--- src/rtl/axb_pkg.sv ---
package axb_pkg;

    localparam int ADDR_W = 8;
    localparam int DATA_W = 32;
    localparam int SRC_W  = 5;
    localparam int PSEL_W = 4;
    localparam int STRIDE = 4;

    localparam logic [ADDR_W-1:0] PORT_BASE = 8'h00;
    localparam logic [ADDR_W-1:0] CTL_BASE  = 8'h40;

    localparam logic [SRC_W-1:0]  PEER_BASE = 5'd16;
    localparam logic [SRC_W-1:0]  SRC_IDLE  = 5'h1F;

    localparam int ROLE_BIT  = 31;
    localparam int TX1_BIT   = 30;
    localparam int TX2_BIT   = 29;
    localparam int CK_LSB    = 0;
    localparam int LN1_LSB   = 24;
    localparam int LN2_LSB   = 28;

    localparam logic [DATA_W-1:0] PORT_MASK = 32'hE000_001F;
    localparam logic [DATA_W-1:0] CTL_MASK  = 32'hFF00_000F;

    typedef struct packed {
        logic             master;
        logic             sd1_tx;
        logic             sd2_tx;
        logic [SRC_W-1:0] src;
    } port_cfg_t;

    typedef struct packed {
        logic [PSEL_W-1:0] sd2_sel;
        logic [PSEL_W-1:0] sd1_sel;
        logic [PSEL_W-1:0] clk_sel;
    } ctl_cfg_t;

    typedef struct packed {
        logic bclk;
        logic fsync;
        logic sd1;
        logic sd2;
    } lane_t;

    typedef enum logic [1:0] {
        SRC_NONE = 2'd0,
        SRC_CTL  = 2'd1,
        SRC_PEER = 2'd2
    } src_kind_e;

    function automatic logic [DATA_W-1:0] port_to_word(input port_cfg_t c);
        logic [DATA_W-1:0] w;
        w = '0;
        w[ROLE_BIT]      = c.master;
        w[TX1_BIT]       = c.sd1_tx;
        w[TX2_BIT]       = c.sd2_tx;
        w[SRC_W-1:0]     = c.src;
        return w;
    endfunction

    function automatic port_cfg_t word_to_port(input logic [DATA_W-1:0] w);
        port_cfg_t c;
        c.master = w[ROLE_BIT];
        c.sd1_tx = w[TX1_BIT];
        c.sd2_tx = w[TX2_BIT];
        c.src    = w[SRC_W-1:0];
        return c;
    endfunction

    function automatic logic [DATA_W-1:0] ctl_to_word(input ctl_cfg_t c);
        logic [DATA_W-1:0] w;
        w = '0;
        w[CK_LSB  +: PSEL_W] = c.clk_sel;
        w[LN1_LSB +: PSEL_W] = c.sd1_sel;
        w[LN2_LSB +: PSEL_W] = c.sd2_sel;
        return w;
    endfunction

    function automatic ctl_cfg_t word_to_ctl(input logic [DATA_W-1:0] w);
        ctl_cfg_t c;
        c.clk_sel = w[CK_LSB  +: PSEL_W];
        c.sd1_sel = w[LN1_LSB +: PSEL_W];
        c.sd2_sel = w[LN2_LSB +: PSEL_W];
        return c;
    endfunction

endpackage

--- src/rtl/axb_regs.sv ---
module axb_regs
    import axb_pkg::*;
#(
    parameter int               NPORT    = 5,
    parameter int               NCTL     = 3,
    parameter logic [NPORT-1:0] RST_LINK = 5'b00101
) (
    input  logic                      clk,
    input  logic                      rst_n,
    input  logic                      bus_wr,
    input  logic                      bus_rd,
    input  logic [ADDR_W-1:0]         bus_addr,
    input  logic [DATA_W-1:0]         bus_wdata,
    output logic [DATA_W-1:0]         bus_rdata,
    output port_cfg_t [NPORT-1:0]     port_cfg,
    output ctl_cfg_t  [NCTL-1:0]      ctl_cfg
);

    port_cfg_t [NPORT-1:0] port_q;
    ctl_cfg_t  [NCTL-1:0]  ctl_q;
    logic      [NPORT-1:0] port_hit;
    logic      [NCTL-1:0]  ctl_hit;
    logic      [DATA_W-1:0] rd_word;

    function automatic port_cfg_t port_reset(input int k);
        port_cfg_t c;
        c.master = 1'b0;
        c.sd1_tx = 1'b0;
        c.sd2_tx = 1'b0;
        c.src    = RST_LINK[k] ? SRC_W'(k) : SRC_IDLE;
        return c;
    endfunction

    function automatic ctl_cfg_t ctl_reset(input int j);
        ctl_cfg_t c;
        c.clk_sel = PSEL_W'(j);
        c.sd1_sel = PSEL_W'(j);
        c.sd2_sel = PSEL_W'(j);
        return c;
    endfunction

    always_comb begin
        for (int k = 0; k < NPORT; k++) begin
            port_hit[k] = (bus_addr == PORT_BASE + ADDR_W'(k * STRIDE));
        end
        for (int j = 0; j < NCTL; j++) begin
            ctl_hit[j] = (bus_addr == CTL_BASE + ADDR_W'(j * STRIDE));
        end
    end

    always_comb begin
        rd_word = '0;
        for (int k = 0; k < NPORT; k++) begin
            if (port_hit[k]) rd_word = rd_word | port_to_word(port_q[k]);
        end
        for (int j = 0; j < NCTL; j++) begin
            if (ctl_hit[j]) rd_word = rd_word | ctl_to_word(ctl_q[j]);
        end
    end

    always_ff @(posedge clk or negedge rst_n) begin
        if (!rst_n) begin
            for (int k = 0; k < NPORT; k++) port_q[k] <= port_reset(k);
            for (int j = 0; j < NCTL; j++)  ctl_q[j]  <= ctl_reset(j);
            bus_rdata <= '0;
        end else begin
            if (bus_wr) begin
                for (int k = 0; k < NPORT; k++) begin
                    if (port_hit[k]) port_q[k] <= word_to_port(bus_wdata);
                end
                for (int j = 0; j < NCTL; j++) begin
                    if (ctl_hit[j]) ctl_q[j] <= word_to_ctl(bus_wdata);
                end
            end
            if (bus_rd) bus_rdata <= rd_word;
        end
    end

    assign port_cfg = port_q;
    assign ctl_cfg  = ctl_q;

    // an accepted port write is visible, masked, after the edge
    for (genvar k = 0; k < NPORT; k++) begin : g_port_chk
        a_r9_port_commit: assert property (@(posedge clk) disable iff (!rst_n)
            (bus_wr && bus_addr == PORT_BASE + ADDR_W'(k * STRIDE))
            |=> (port_to_word(port_q[k]) == ($past(bus_wdata) & PORT_MASK)));
    end

    // an accepted controller write is visible, masked, after the edge
    for (genvar j = 0; j < NCTL; j++) begin : g_ctl_chk
        a_r9_ctl_commit: assert property (@(posedge clk) disable iff (!rst_n)
            (bus_wr && bus_addr == CTL_BASE + ADDR_W'(j * STRIDE))
            |=> (ctl_to_word(ctl_q[j]) == ($past(bus_wdata) & CTL_MASK)));
    end

    // writes to undecoded offsets leave every word unchanged
    a_r1_stray_write_ignored: assert property (@(posedge clk) disable iff (!rst_n)
        (bus_wr && port_hit == '0 && ctl_hit == '0)
        |=> ($stable(port_q) && $stable(ctl_q)));

    // reads of undecoded offsets return zero
    a_r1_stray_read_zero: assert property (@(posedge clk) disable iff (!rst_n)
        (bus_rd && port_hit == '0 && ctl_hit == '0) |=> (bus_rdata == '0));

    // read data holds between reads
    a_r9_rdata_hold: assert property (@(posedge clk) disable iff (!rst_n)
        !bus_rd |=> $stable(bus_rdata));

endmodule

--- src/rtl/axb_port_mux.sv ---
module axb_port_mux
    import axb_pkg::*;
#(
    parameter int NPORT = 5,
    parameter int NCTL  = 3
) (
    input  logic                  clk,
    input  logic                  rst_n,
    input  port_cfg_t             cfg,
    input  lane_t [NCTL-1:0]      ctl_lanes,
    input  lane_t [NPORT-1:0]     peer_lanes,
    output lane_t                 lane_o,
    output logic                  clk_oe,
    output logic                  sd1_oe,
    output logic                  sd2_oe
);

    src_kind_e kind;
    lane_t     ctl_pick;
    lane_t     peer_pick;

    always_comb begin
        kind      = SRC_NONE;
        ctl_pick  = '0;
        peer_pick = '0;
        for (int c = 0; c < NCTL; c++) begin
            if (cfg.src == SRC_W'(c)) begin
                kind     = SRC_CTL;
                ctl_pick = ctl_lanes[c];
            end
        end
        for (int p = 0; p < NPORT; p++) begin
            if (cfg.src == PEER_BASE + SRC_W'(p)) begin
                kind      = SRC_PEER;
                peer_pick = peer_lanes[p];
            end
        end
    end

    always_comb begin
        unique case (kind)
            SRC_CTL:  lane_o = ctl_pick;
            SRC_PEER: lane_o = peer_pick;
            default:  lane_o = '0;
        endcase
    end

    assign clk_oe = cfg.master;
    assign sd1_oe = cfg.sd1_tx;
    assign sd2_oe = cfg.sd2_tx;

    // an undefined source value leaves the outgoing lane low
    a_r8_port_silent: assert property (@(posedge clk) disable iff (!rst_n)
        (cfg.src >= SRC_W'(NCTL) &&
         !(cfg.src >= PEER_BASE && cfg.src < PEER_BASE + SRC_W'(NPORT)))
        |-> (lane_o == '0));

endmodule

--- src/rtl/axb_ctl_mux.sv ---
module axb_ctl_mux
    import axb_pkg::*;
#(
    parameter int NPORT = 5
) (
    input  logic              clk,
    input  logic              rst_n,
    input  ctl_cfg_t          cfg,
    input  lane_t [NPORT-1:0] port_lanes,
    output lane_t             lane_o
);

    always_comb begin
        lane_o = '0;
        for (int p = 0; p < NPORT; p++) begin
            if (cfg.clk_sel == PSEL_W'(p)) begin
                lane_o.bclk  = port_lanes[p].bclk;
                lane_o.fsync = port_lanes[p].fsync;
            end
            if (cfg.sd1_sel == PSEL_W'(p)) lane_o.sd1 = port_lanes[p].sd1;
            if (cfg.sd2_sel == PSEL_W'(p)) lane_o.sd2 = port_lanes[p].sd2;
        end
    end

    // an out-of-range clock selector keeps clock and frame sync low
    a_r8_ctl_clk_silent: assert property (@(posedge clk) disable iff (!rst_n)
        (cfg.clk_sel >= PSEL_W'(NPORT)) |-> (!lane_o.bclk && !lane_o.fsync));

    // out-of-range data selectors keep their lines low
    a_r8_ctl_data_silent: assert property (@(posedge clk) disable iff (!rst_n)
        ((cfg.sd1_sel >= PSEL_W'(NPORT)) |-> !lane_o.sd1) and
        ((cfg.sd2_sel >= PSEL_W'(NPORT)) |-> !lane_o.sd2));

endmodule

--- src/rtl/axb_switch.sv ---
module axb_switch
    import axb_pkg::*;
#(
    parameter int               NPORT    = 5,
    parameter int               NCTL     = 3,
    parameter logic [NPORT-1:0] RST_LINK = 5'b00101
) (
    input  logic              clk,
    input  logic              rst_n,
    input  logic              bus_wr,
    input  logic              bus_rd,
    input  logic [7:0]        bus_addr,
    input  logic [31:0]       bus_wdata,
    output logic [31:0]       bus_rdata,
    input  logic [NPORT-1:0]  port_bclk_i,
    input  logic [NPORT-1:0]  port_fsync_i,
    input  logic [NPORT-1:0]  port_sd1_i,
    input  logic [NPORT-1:0]  port_sd2_i,
    output logic [NPORT-1:0]  port_bclk_o,
    output logic [NPORT-1:0]  port_fsync_o,
    output logic [NPORT-1:0]  port_sd1_o,
    output logic [NPORT-1:0]  port_sd2_o,
    output logic [NPORT-1:0]  port_clk_oe,
    output logic [NPORT-1:0]  port_sd1_oe,
    output logic [NPORT-1:0]  port_sd2_oe,
    input  logic [NCTL-1:0]   ctl_bclk_i,
    input  logic [NCTL-1:0]   ctl_fsync_i,
    input  logic [NCTL-1:0]   ctl_sd1_i,
    input  logic [NCTL-1:0]   ctl_sd2_i,
    output logic [NCTL-1:0]   ctl_bclk_o,
    output logic [NCTL-1:0]   ctl_fsync_o,
    output logic [NCTL-1:0]   ctl_sd1_o,
    output logic [NCTL-1:0]   ctl_sd2_o
);

    port_cfg_t [NPORT-1:0] port_cfg;
    ctl_cfg_t  [NCTL-1:0]  ctl_cfg;
    lane_t     [NPORT-1:0] port_in_l;
    lane_t     [NPORT-1:0] port_out_l;
    lane_t     [NCTL-1:0]  ctl_in_l;
    lane_t     [NCTL-1:0]  ctl_out_l;

    axb_regs #(
        .NPORT    (NPORT),
        .NCTL     (NCTL),
        .RST_LINK (RST_LINK)
    ) u_regs (
        .clk       (clk),
        .rst_n     (rst_n),
        .bus_wr    (bus_wr),
        .bus_rd    (bus_rd),
        .bus_addr  (bus_addr),
        .bus_wdata (bus_wdata),
        .bus_rdata (bus_rdata),
        .port_cfg  (port_cfg),
        .ctl_cfg   (ctl_cfg)
    );

    for (genvar p = 0; p < NPORT; p++) begin : g_port
        assign port_in_l[p] = {port_bclk_i[p], port_fsync_i[p],
                               port_sd1_i[p], port_sd2_i[p]};

        axb_port_mux #(
            .NPORT (NPORT),
            .NCTL  (NCTL)
        ) u_pmux (
            .clk        (clk),
            .rst_n      (rst_n),
            .cfg        (port_cfg[p]),
            .ctl_lanes  (ctl_in_l),
            .peer_lanes (port_in_l),
            .lane_o     (port_out_l[p]),
            .clk_oe     (port_clk_oe[p]),
            .sd1_oe     (port_sd1_oe[p]),
            .sd2_oe     (port_sd2_oe[p])
        );

        assign port_bclk_o[p]  = port_out_l[p].bclk;
        assign port_fsync_o[p] = port_out_l[p].fsync;
        assign port_sd1_o[p]   = port_out_l[p].sd1;
        assign port_sd2_o[p]   = port_out_l[p].sd2;
    end

    for (genvar c = 0; c < NCTL; c++) begin : g_ctl
        assign ctl_in_l[c] = {ctl_bclk_i[c], ctl_fsync_i[c],
                              ctl_sd1_i[c], ctl_sd2_i[c]};

        axb_ctl_mux #(
            .NPORT (NPORT)
        ) u_cmux (
            .clk        (clk),
            .rst_n      (rst_n),
            .cfg        (ctl_cfg[c]),
            .port_lanes (port_in_l),
            .lane_o     (ctl_out_l[c])
        );

        assign ctl_bclk_o[c]  = ctl_out_l[c].bclk;
        assign ctl_fsync_o[c] = ctl_out_l[c].fsync;
        assign ctl_sd1_o[c]   = ctl_out_l[c].sd1;
        assign ctl_sd2_o[c]   = ctl_out_l[c].sd2;
    end

endmodule

--- config.mk ---
export PLATFORM = sky130hd
export DESIGN_NAME = axb_switch
export DESIGN_NICKNAME = d
export VERILOG_FILES = /design/src/rtl/axb_pkg.sv /design/src/rtl/axb_regs.sv /design/src/rtl/axb_port_mux.sv /design/src/rtl/axb_ctl_mux.sv /design/src/rtl/axb_switch.sv
export SDC_FILE = /design/constraint.sdc
export NUM_CORES = 1
export LEC_CHECK = 0
export CELL_PAD_IN_SITES_DETAIL_PLACEMENT = 0
export CELL_PAD_IN_SITES_GLOBAL_PLACEMENT = 1
export CORE_MARGIN = 2
export CORE_UTILIZATION = 44
export CTS_CLUSTER_SIZE = 14
export DETAILED_ROUTE_END_ITERATION = 6
export DONT_BUFFER_PORTS = 1
export GPL_TIMING_DRIVEN = 0
export PLACE_DENSITY_LB_ADDON = 0.1
export SLEW_MARGIN = 5
export SYNTH_ARGS = -nofsm -noshare
export SYNTH_HDL_FRONTEND = slang
export SYNTH_SLANG_ARGS = --single-unit
--- constraint.sdc ---
create_clock -name clk -period 5.5 [get_ports clk]
set_input_delay 0.825 -clock clk [delete_from_list [all_inputs] [get_ports clk]]
set_output_delay 0.825 -clock clk [all_outputs]
set_load 0.005 [all_outputs]
---- Yosys cells after proc, flatten, opt, wreduce, memory -nomap -nowiden ----
Index checks and enable logic that the tools add are counted.
word-level totals
  register bits after elaboration ......... 108
  bits in latches ......................... 0
  RAM bits ................................ 0
  ROM bits ................................ 0
  input port bits ......................... 76
  output and inout bits ................... 79
  word-level logic and storage cells ...... 286
  memories ................................ 0
cells by class
  add/subtract/negate cells ............... 0
  multiply operators ...................... 0
  divide/modulo/power cells ............... 0
  $lt $le $gt $ge ......................... 0
  equality and inequality tests ........... 88
  shifts and indexed selects .............. 0
  multiplexer cells ....................... 138
  bitwise operators ....................... 7
  reduce and logical (&&, ||, !) cells .... 23
operators by type and width
  operator            number
  $mux 32             8
  $or 32x32->32       7
  $mux 4              40
  $eq 5x5->1 const B  25
  $mux 2              40
  $eq 4x2->1 const B  18
  $mux 1              45
  $pmux 4 s2          5
  $eq 4x1->1 const B  9
  $eq 4x3->1 const B  9
  $logic_not 4->1     9
  $eq 5x1->1 const B  5
  $eq 5x2->1 const B  5
  $logic_not 5->1     5
  $eq 8x7->1 const B  3
  $eq 8x4->1 const B  2
  $reduce_and 2->1    8
  $eq 2x1->1 const B  5
  $eq 2x2->1 const B  5
  $eq 8x3->1 const B  1
  $eq 8x5->1 const B  1
  $logic_not 8->1     1

---- Depth between registers and ports, before layout ----
Gate-level depths: netlist (run 1).
  depth in word-level cells ............... 16
  gate-level depth with buffers ........... 10
  gate-level depth less buffers ........... 8

---- Cells and area by module ----
A second synthesis (run 1) with hierarchy kept.
unflattened totals
  cell total of the unflattened synthesis .. 647
  area, all modules ....................... 6745.2 sq um
by module, submodules not included
  module        times used  cells each  area each (sq um)  seq. area each (sq um)
  axb_regs      1           327         4196.5             2254.7
  axb_port_mux  5           43          386.6              0.0
  axb_ctl_mux   3           35          205.2              0.0

---- Worst setup path before layout (run 1) ----
No wires, ideal clock.
  kind .................................... register -> output
  start point ............................. register u_regs.port_q (netlist bit u_regs.port_cfg[8])
  end point ............................... output port port_fsync_o[1]
  data arrival time ....................... 2.340 ns
  required time ........................... 4.675 ns
  setup slack ............................. 2.335 ns
  stages on the path, launching flop included .. 8
  cell sequence ........................... dfstp_2 -> clkbuf_1 -> clkbuf_1 -> nor4_1 -> or2_2 -> ha_1 -> nand3b_1 -> o32ai_1
on the way
  longest elaborated chain between the ends .. 11
  elaborated cells between the ends (all ways) .. 27
  classes of those cells .................. eq/ne (9); mux (17); reduce/logical (1)
RTL lines
  element                                          line                source
  from (decl)                                      axb_regs.sv:19      port_cfg_t [NPORT-1:0] port_q;
  from (signal, indexed assignment)                axb_regs.sv:69      if (port_hit[k]) port_q[k] <= word_to_port(bus_wdata);
  $logic_not 5->1                                  axb_port_mux.sv:27  if (cfg.src == SRC_W'(c)) begin
  $mux 1 (3 in a row)                              axb_port_mux.sv:27
  $mux 2 (5 in a row)                              axb_port_mux.sv:33  if (cfg.src == PEER_BASE + SRC_W'(p)) begin
  $eq 2x2->1 / $eq 2x1->1 (equally long branches)  axb_port_mux.sv:41  unique case (kind)
  $pmux 4 s2 *                                     axb_port_mux.sv:41
  to (decl)                                        axb_switch.sv:20    output logic [NPORT-1:0] port_fsync_o,
Mark *: on every way between the ends. The rest lies on a longest branch, timed or not.

---- Worst setup path after layout (run 1) ----
Same ends and word-level chain as after synthesis.

==> results.cfg, run 1 <==
[status]
outcome = finished, final reports clean

[clock_network]
clock_sinks = 89
clock_latency_ns = 0.34
ctsHoldBuffers = 0
clockBufferDepth = 2
htreeDepth = 3
root_buffer = clkbuf_16
clkTransAtPathRegs_ns = 0.07
cts_buffers = 9
tritoncts = built
post_cts_buffers = 0
cts_resized = 0

[detailed_routing]
drtIter0Drc = 428
routedWlPerCell_um = 24.57
drtAntennaViolNets = 0
vias = 5687
drc = 0
totalWireLength_um = 22530
via_per_inst = 6.202
firstDrtPassIters = 5

[floorplanning]
coreArea_sq_um = 15200
die_h_um = 128.6
rows = 45
io_pins = 155
dieArea_sq_um = 16530
initial_core_util = 0.4492
die_x_um = 128.6

[logic_synthesis]
synth_top_area_frac = 0.2455
yosysSeqAreaShare = 0.3302
synthCells = 695
synth.mux.area_fraction = 0.2888
synth-compound-area-share = 0.1305
async_reset_ff_frac = 1.000
synth_edf_count = 0
synth.distinct_cells = 57
ys_warn_count = 0
synthTopCellsByArea = dfrtp_1, mux2_2, dfstp_2
synth_most_common_cell = nor2_1
synth_top_family_by_area = multiplexers
synth-adder-area-share = 0.01832
synth_flop_cell = dfrtp_1
synth_xor_area_frac = 0
synthSimpleGateAreaFrac = 0.1572
synth.largest_area_cell = dfrtp_1
postSynthAreaPerCell_sq_um = 9.826
synth_common_cells = nor2_1, dfrtp_1, mux2_2, o21ai_0, mux2i_1
netlist_area_sq_um = 6829
ys_ff_latch = 89

[final_layout]
fin_nets = 810
diodes = 0
n_fill_cell = 1456
regArea_sq_um = 2255
drive_above_1_share = 0.2812
post-route-cell-area_sq_um = 7415
multi_input_area_sq_um = 4133
syn_to_final_growth_pct = 8.575

[critical_path]
startpoint_type = register
cp-end-kind = primary output
endpoint = port_fsync_o[1]
worst_path_most_repeated_cell = clkbuf_1
crit_path_top_delay_cell = dfstp_2
critPathLaunch = u_regs.port_cfg[8]
r2r_start = u_regs.port_cfg[24]
timing.rr.end = u_regs.bus_rdata[0]
cp_max_fo = 10
arrival_ns = 3.14
crit_path_max_incr_delay_ns = 0.51
regToRegSetupSlack_ns = 3.61
worstPathCellList = clkbuf_1 -> clkbuf_1 -> nor4_1 -> or2_2 -> ha_1 -> nand3b_1 -> o32ai_1
crit_type = reg2out
critPathRequiredTime_ns = 4.68
reg2reg_depth = 6

[power]
ir_worst_vdd_mv = 0.1370
p_total_mw = 1.638
p_leak_nw = 3.124
power_density_nw_per_um2 = 220.8

[sta]
setup_viol = 0
tightest_slew_ns = 0.6965
fin_setup_tns_ns = 0
fmax_ghz = 0.2523
report.final.slew_viol_count = 0
max-slew-margin-rel = 0.5332
setup_ws_ns = 1.536
fin_hold_ws_ns = 0.1696
rsz0062_at_grt = no
final.setup_skew_ns = 0.007364
period_minus_slack_ns = 3.964
fin_crit_sh = 0.7207
hold_viol = 0

[global_route]
grt_max_degree = 90
grt_pass1_vias = 5617
grt_pass1_wl_um = 33760
gr-total-overflow = 0
grtUsageTotal = 0.2729
antenna_found_initial = 0

[place]
dp_hpwl_um = 16520
placed_cell_area_sq_um = 7132
gp_congestion = 0.8677
io_buffers = 0
place_ws_ns = 1.963

[job]
drv_cap = 0

[min_path]
hp-class = in2async
critical path: cells and delay by family (launching register included):
family	cells	cell delay [ns]
fa+ha+maj	1	0.30
compound gates	1	0.46
flops	1	0.51
simple gates	3	0.77
buf+inv	2	0.74
area by class of cell:
class	count	share of cell area
Buffer	71	0.05754
Clock buffer	11	0.03274
Clock inverter	5	0.005400
Inverter	22	0.01114
Multi-Input combinational cell	531	0.5574
Sequential cell	89	0.3041
Tap cell	188	0.03172
where the power goes:
part / internal (mW) / switching (mW) / total (mW) / leakage (nW)
clock network: 0.322 / 0.275 / 0.596 / 0.128
logic: 0.150 / 0.164 / 0.314 / 1.85
registers: 0.691 / 0.0363 / 0.727 / 1.14
total: 1.16 / 0.475 / 1.64 / 3.12
layout by cell type, fill, tap and decap left out, types with 4 or more instances in the layout:
| cell type | n |
|---|---|
| ha_1 | 10 |
| nor2_1 | 72 |
| a22oi_1 | 7 |
| nor3_1 | 11 |
| nor2b_1 | 13 |
| dfrtp_1 | 67 |
| mux2_2 | 64 |
| a21oi_1 | 40 |
| o21ai_0 | 50 |
| conb_1 | 19 |
| a31oi_1 | 7 |
| nand2_1 | 33 |
| mux4_2 | 24 |
| inv_1 | 22 |
| nand2b_1 | 17 |
| o22ai_1 | 19 |
| buf_2 | 8 |
| mux2i_1 | 41 |
| dfstp_2 | 22 |
| clkbuf_1 | 26 |
| buf_4 | 35 |
| o211ai_1 | 4 |
| nand3b_1 | 8 |
| nand3_1 | 22 |
| clkbuf_16 | 9 |
| mux2_4 | 20 |
stage by stage:
step                cells    util
floorplan             713       -
global placement      901  0.4691
detailed placement    901  0.4691
CTS                   917  0.4877
global route          917  0.4877
finish                917  0.4877
worst min-delay path by stage:
| stage | end | depth (start not counted) |
|---|---|---|
| 4_1_cts | u_regs.port_cfg[6] | 0 |
| 5_1_grt | u_regs.port_cfg[6] | 0 |
| 3_3_place_gp | u_regs.port_cfg[31] | 1 |
| 3_5_place_dp | u_regs.port_cfg[23] | 1 |
| 6_report | u_regs.port_cfg[22] | 0 |
| 2_1_floorplan | u_regs.port_cfg[37] | 1 |
logic make-up (layout without fill, tap and decap cells):
| kind of cell | count (synthesis) | in the layout |
|---|---|---|
| compound gates | 150 | 150 |
| buf+inv | 93 | 109 |
| fa+ha+maj | 10 | 10 |
| simple gates | 203 | 203 |
| flops | 89 | 89 |
| mux | 149 | 149 |
| other cells | 1 | 19 |
flip-flops by register name, summed over array words and instances, names as in the netlist:
| signal | cells |
|---|---|
| u_regs.port_cfg | 40 |
| u_regs.ctl_cfg | 36 |
| u_regs.bus_rdata | 13 |
per-layer routing:
metal / vias to the layer above / global-route usage / part of all wire
met3: 28 / 0.06819 / 0.089
met2: 236 / 0.4521 / 0.47
met5: - / 0 / 0
met1: 2872 / 0.3642 / 0.42
li1: 2551 / - / -
met4: 0 / 0.06074 / 0.013
No activity file was read; power rests on OpenSTA's default activity.
==> run 2, diff against run 1 <==
ABC_AREA = 1   (was not set)
clock period = 3.9 ns   (was 5.5 ns; I/O delays follow)
==> run 2 against run 1 <==
  * Synthesized cell count grew 56%
  * Routed wire length up 8.7%
  * Combinational power increased by 66%
  * Flip-flop and latch count unchanged
  * Critical path depth is 3 higher
  * Register-to-register slack worse by 1.2 ns
  * Non-clock buffer count is 1 lower
  * Power is 45% higher
  * Critical endpoint is now port_bclk_o[1]
==> results.cfg, run 2 <==
[clock_network]
clock_latency_ns = 0.35
cts_buffers = 9
htreeDepth = 3
clkTransAtPathRegs_ns = 0.06
cts_resized = 0
clock_sinks = 89
clockBufferDepth = 2
root_buffer = clkbuf_16
post_cts_buffers = 0
ctsHoldBuffers = 1
tritoncts = built

[detailed_routing]
totalWireLength_um = 24500
drtIter0Drc = 607
via_per_inst = 5.421
drc = 0
vias = 7243
drtAntennaViolNets = 0
routedWlPerCell_um = 18.34
firstDrtPassIters = 6

[logic_synthesis]
synth_edf_count = 0
synth_most_common_cell = nand2_1
synth.largest_area_cell = dfrtp_1
yosysSeqAreaShare = 0.3180
synth_common_cells = nand2_1, inv_1, o21ai_0, nor2_1, nand3_1
async_reset_ff_frac = 1.000
netlist_area_sq_um = 7089
synthTopCellsByArea = dfrtp_1, nand2_1, dfstp_2
synth.distinct_cells = 37
synth_top_area_frac = 0.2365
ys_warn_count = 0
synth_flop_cell = dfrtp_1
synthCells = 1085
postSynthAreaPerCell_sq_um = 6.534
ys_ff_latch = 89

[critical_path]
regToRegSetupSlack_ns = 2.43
reg2reg_depth = 4
timing.rr.end = u_regs.bus_rdata[4]
critPathRequiredTime_ns = 3.31
cp-end-kind = primary output
r2r_start = u_regs.port_cfg[36]
worstPathCellList = nor2_1 -> nand4_1 -> inv_1 -> a21oi_1 -> inv_1 -> ha_1 -> inv_1 -> a21oi_1 -> o21ai_0 -> a21oi_1
crit_path_top_delay_cell = dfstp_2
crit_path_max_incr_delay_ns = 0.40
cp_max_fo = 8
cp_top_family = compound AO/OA/AOI/OAI gates
arrival_ns = 2.42
crit_buf_inv = 3
startpoint_type = register
crit_type = reg2out

[sta]
tightest_slew_ns = 0.6903
fin_hold_ws_ns = 0.08388
max-slew-margin-rel = 0.5398
fmax_ghz = 0.3327
fin_setup_tns_ns = 0
setup_viol = 0
period_minus_slack_ns = 3.006
hold_viol = 0
fin_crit_sh = 0.7707
final.setup_skew_ns = 0.01100
rsz0062_at_grt = no
report.final.slew_viol_count = 0

[final_layout]
final_cell_mix = nand2_1, inv_1, o21ai_0
diodes = 0
fin_nets = 1201
n_fill_cell = 1688
drive_above_1_share = 0.1205
multi_input_area_sq_um = 3871
final_common_cell = nand2_1
largest_reg_flops = 40
regArea_sq_um = 2255
syn_to_final_growth_pct = 9.054

[global_route]
gr-total-overflow = 0
grt_pass1_vias = 6481
grt_max_degree = 68
grt_pass1_wl_um = 37090
antenna_found_initial = 0
grtUsageTotal = 0.2891

[status]
outcome = finished, final reports clean

[place]
io_buffers = 0
gp_congestion = 0.9046
dp_hpwl_um = 18970

[floorplanning]
die_x_um = 130.9
dieArea_sq_um = 17140
rows = 46
die_h_um = 130.9
initial_core_util = 0.4479
coreArea_sq_um = 15830
io_pins = 155

[min_path]
hp-class = in2async

[power]
p_leak_nw = 3.769
power_density_nw_per_um2 = 307.1
ir_worst_vdd_mv = 0.2493

[job]
drv_cap = 0
## run 2: cell count changes after synthesis, sizes merged, moves of 14 or more
| cell | change |
|---|---|
| nand2b | -17 |
| nand2 | +212 |
| mux2 | -84 |
| a21oi | +41 |
| nor2 | +27 |
| mux2i | -41 |
| nand4 | +52 |
| o22ai | -14 |
| nand3 | +71 |
| inv | +135 |
| clkbuf | -15 |
| o211ai | +18 |
| o21ai | +84 |
| mux4 | -24 |
## run 2: through the flow
| stage | cell area [sq um] | total power [mW] | instances | util | setup slack (ns) |
|---|---|---|---|---|---|
| 2_1_floorplan | 7157 | 1.421 | 1103 | - | 1.706 |
| 3_3_place_gp | 7427 | 1.542 | 1319 | 0.4692 | 1.306 |
| 4_1_cts | 7731 | 2.380 | 1336 | 0.4885 | 0.9758 |
| 6_report | 7731 | 2.374 | 1336 | 0.4885 | 0.8945 |
| 3_5_place_dp | 7427 | 1.545 | 1319 | 0.4692 | 1.361 |
| 5_1_grt | 7731 | 2.502 | 1336 | 0.4885 | 0.7450 |
## run 2: where the power goes
| part | switching [mW] | total (mW) | internal [mW] |
|---|---|---|---|
| sequential | 0.0542 | 1.03 | 0.979 |
| combinational | 0.344 | 0.521 | 0.177 |
| clock | 0.367 | 0.819 | 0.452 |
## run 2: final cells by class
type,instances,area share
Multi-Input combinational cell,788,0.5007
Sequential cell,89,0.2916
Inverter,157,0.07623
Buffer,69,0.05713
Tap cell,216,0.03496
Clock buffer,12,0.03188
Clock inverter,4,0.003884
Timing Repair Buffer,1,0.003560
## run 2: worst max path at each step
stage                                   start              end  slack [ns]  cells past startpoint
after floorplan           u_regs.port_cfg[36]  port_fsync_o[4]        1.71                      9
after global placement     u_regs.port_cfg[9]   port_bclk_o[1]        1.31                     10
after detailed placement   u_regs.port_cfg[9]   port_bclk_o[1]        1.36                     10
after CTS                  u_regs.port_cfg[9]   port_bclk_o[1]        0.98                     10
after global routing      u_regs.port_cfg[36]  port_fsync_o[4]        0.75                      9
final                      u_regs.port_cfg[9]   port_bclk_o[1]        0.89                     10
## run 2: logic make-up (layout without fill, tap and decap cells)
logic type | Yosys count | in the layout | synth area share
buffers and inverters | 226 | 243 | 0.1454
adders and majority gates | 10 | 10 | 0.01765
other | 1 | 19 | 0.0005290
and+or+nand+nor | 506 | 506 | 0.3216
DFF | 89 | 89 | 0.3180
AOI/OAI and AO/OA | 253 | 253 | 0.1968
## run 2: layer usage
metal | vias up | share of wire | global-route usage
li1 | 3620 | - | -
met4 | 0 | 0.031 | 0.1014
met2 | 246 | 0.45 | 0.4660
met5 | - | 0 | 0
met1 | 3330 | 0.46 | 0.3983
met3 | 47 | 0.056 | 0.04235
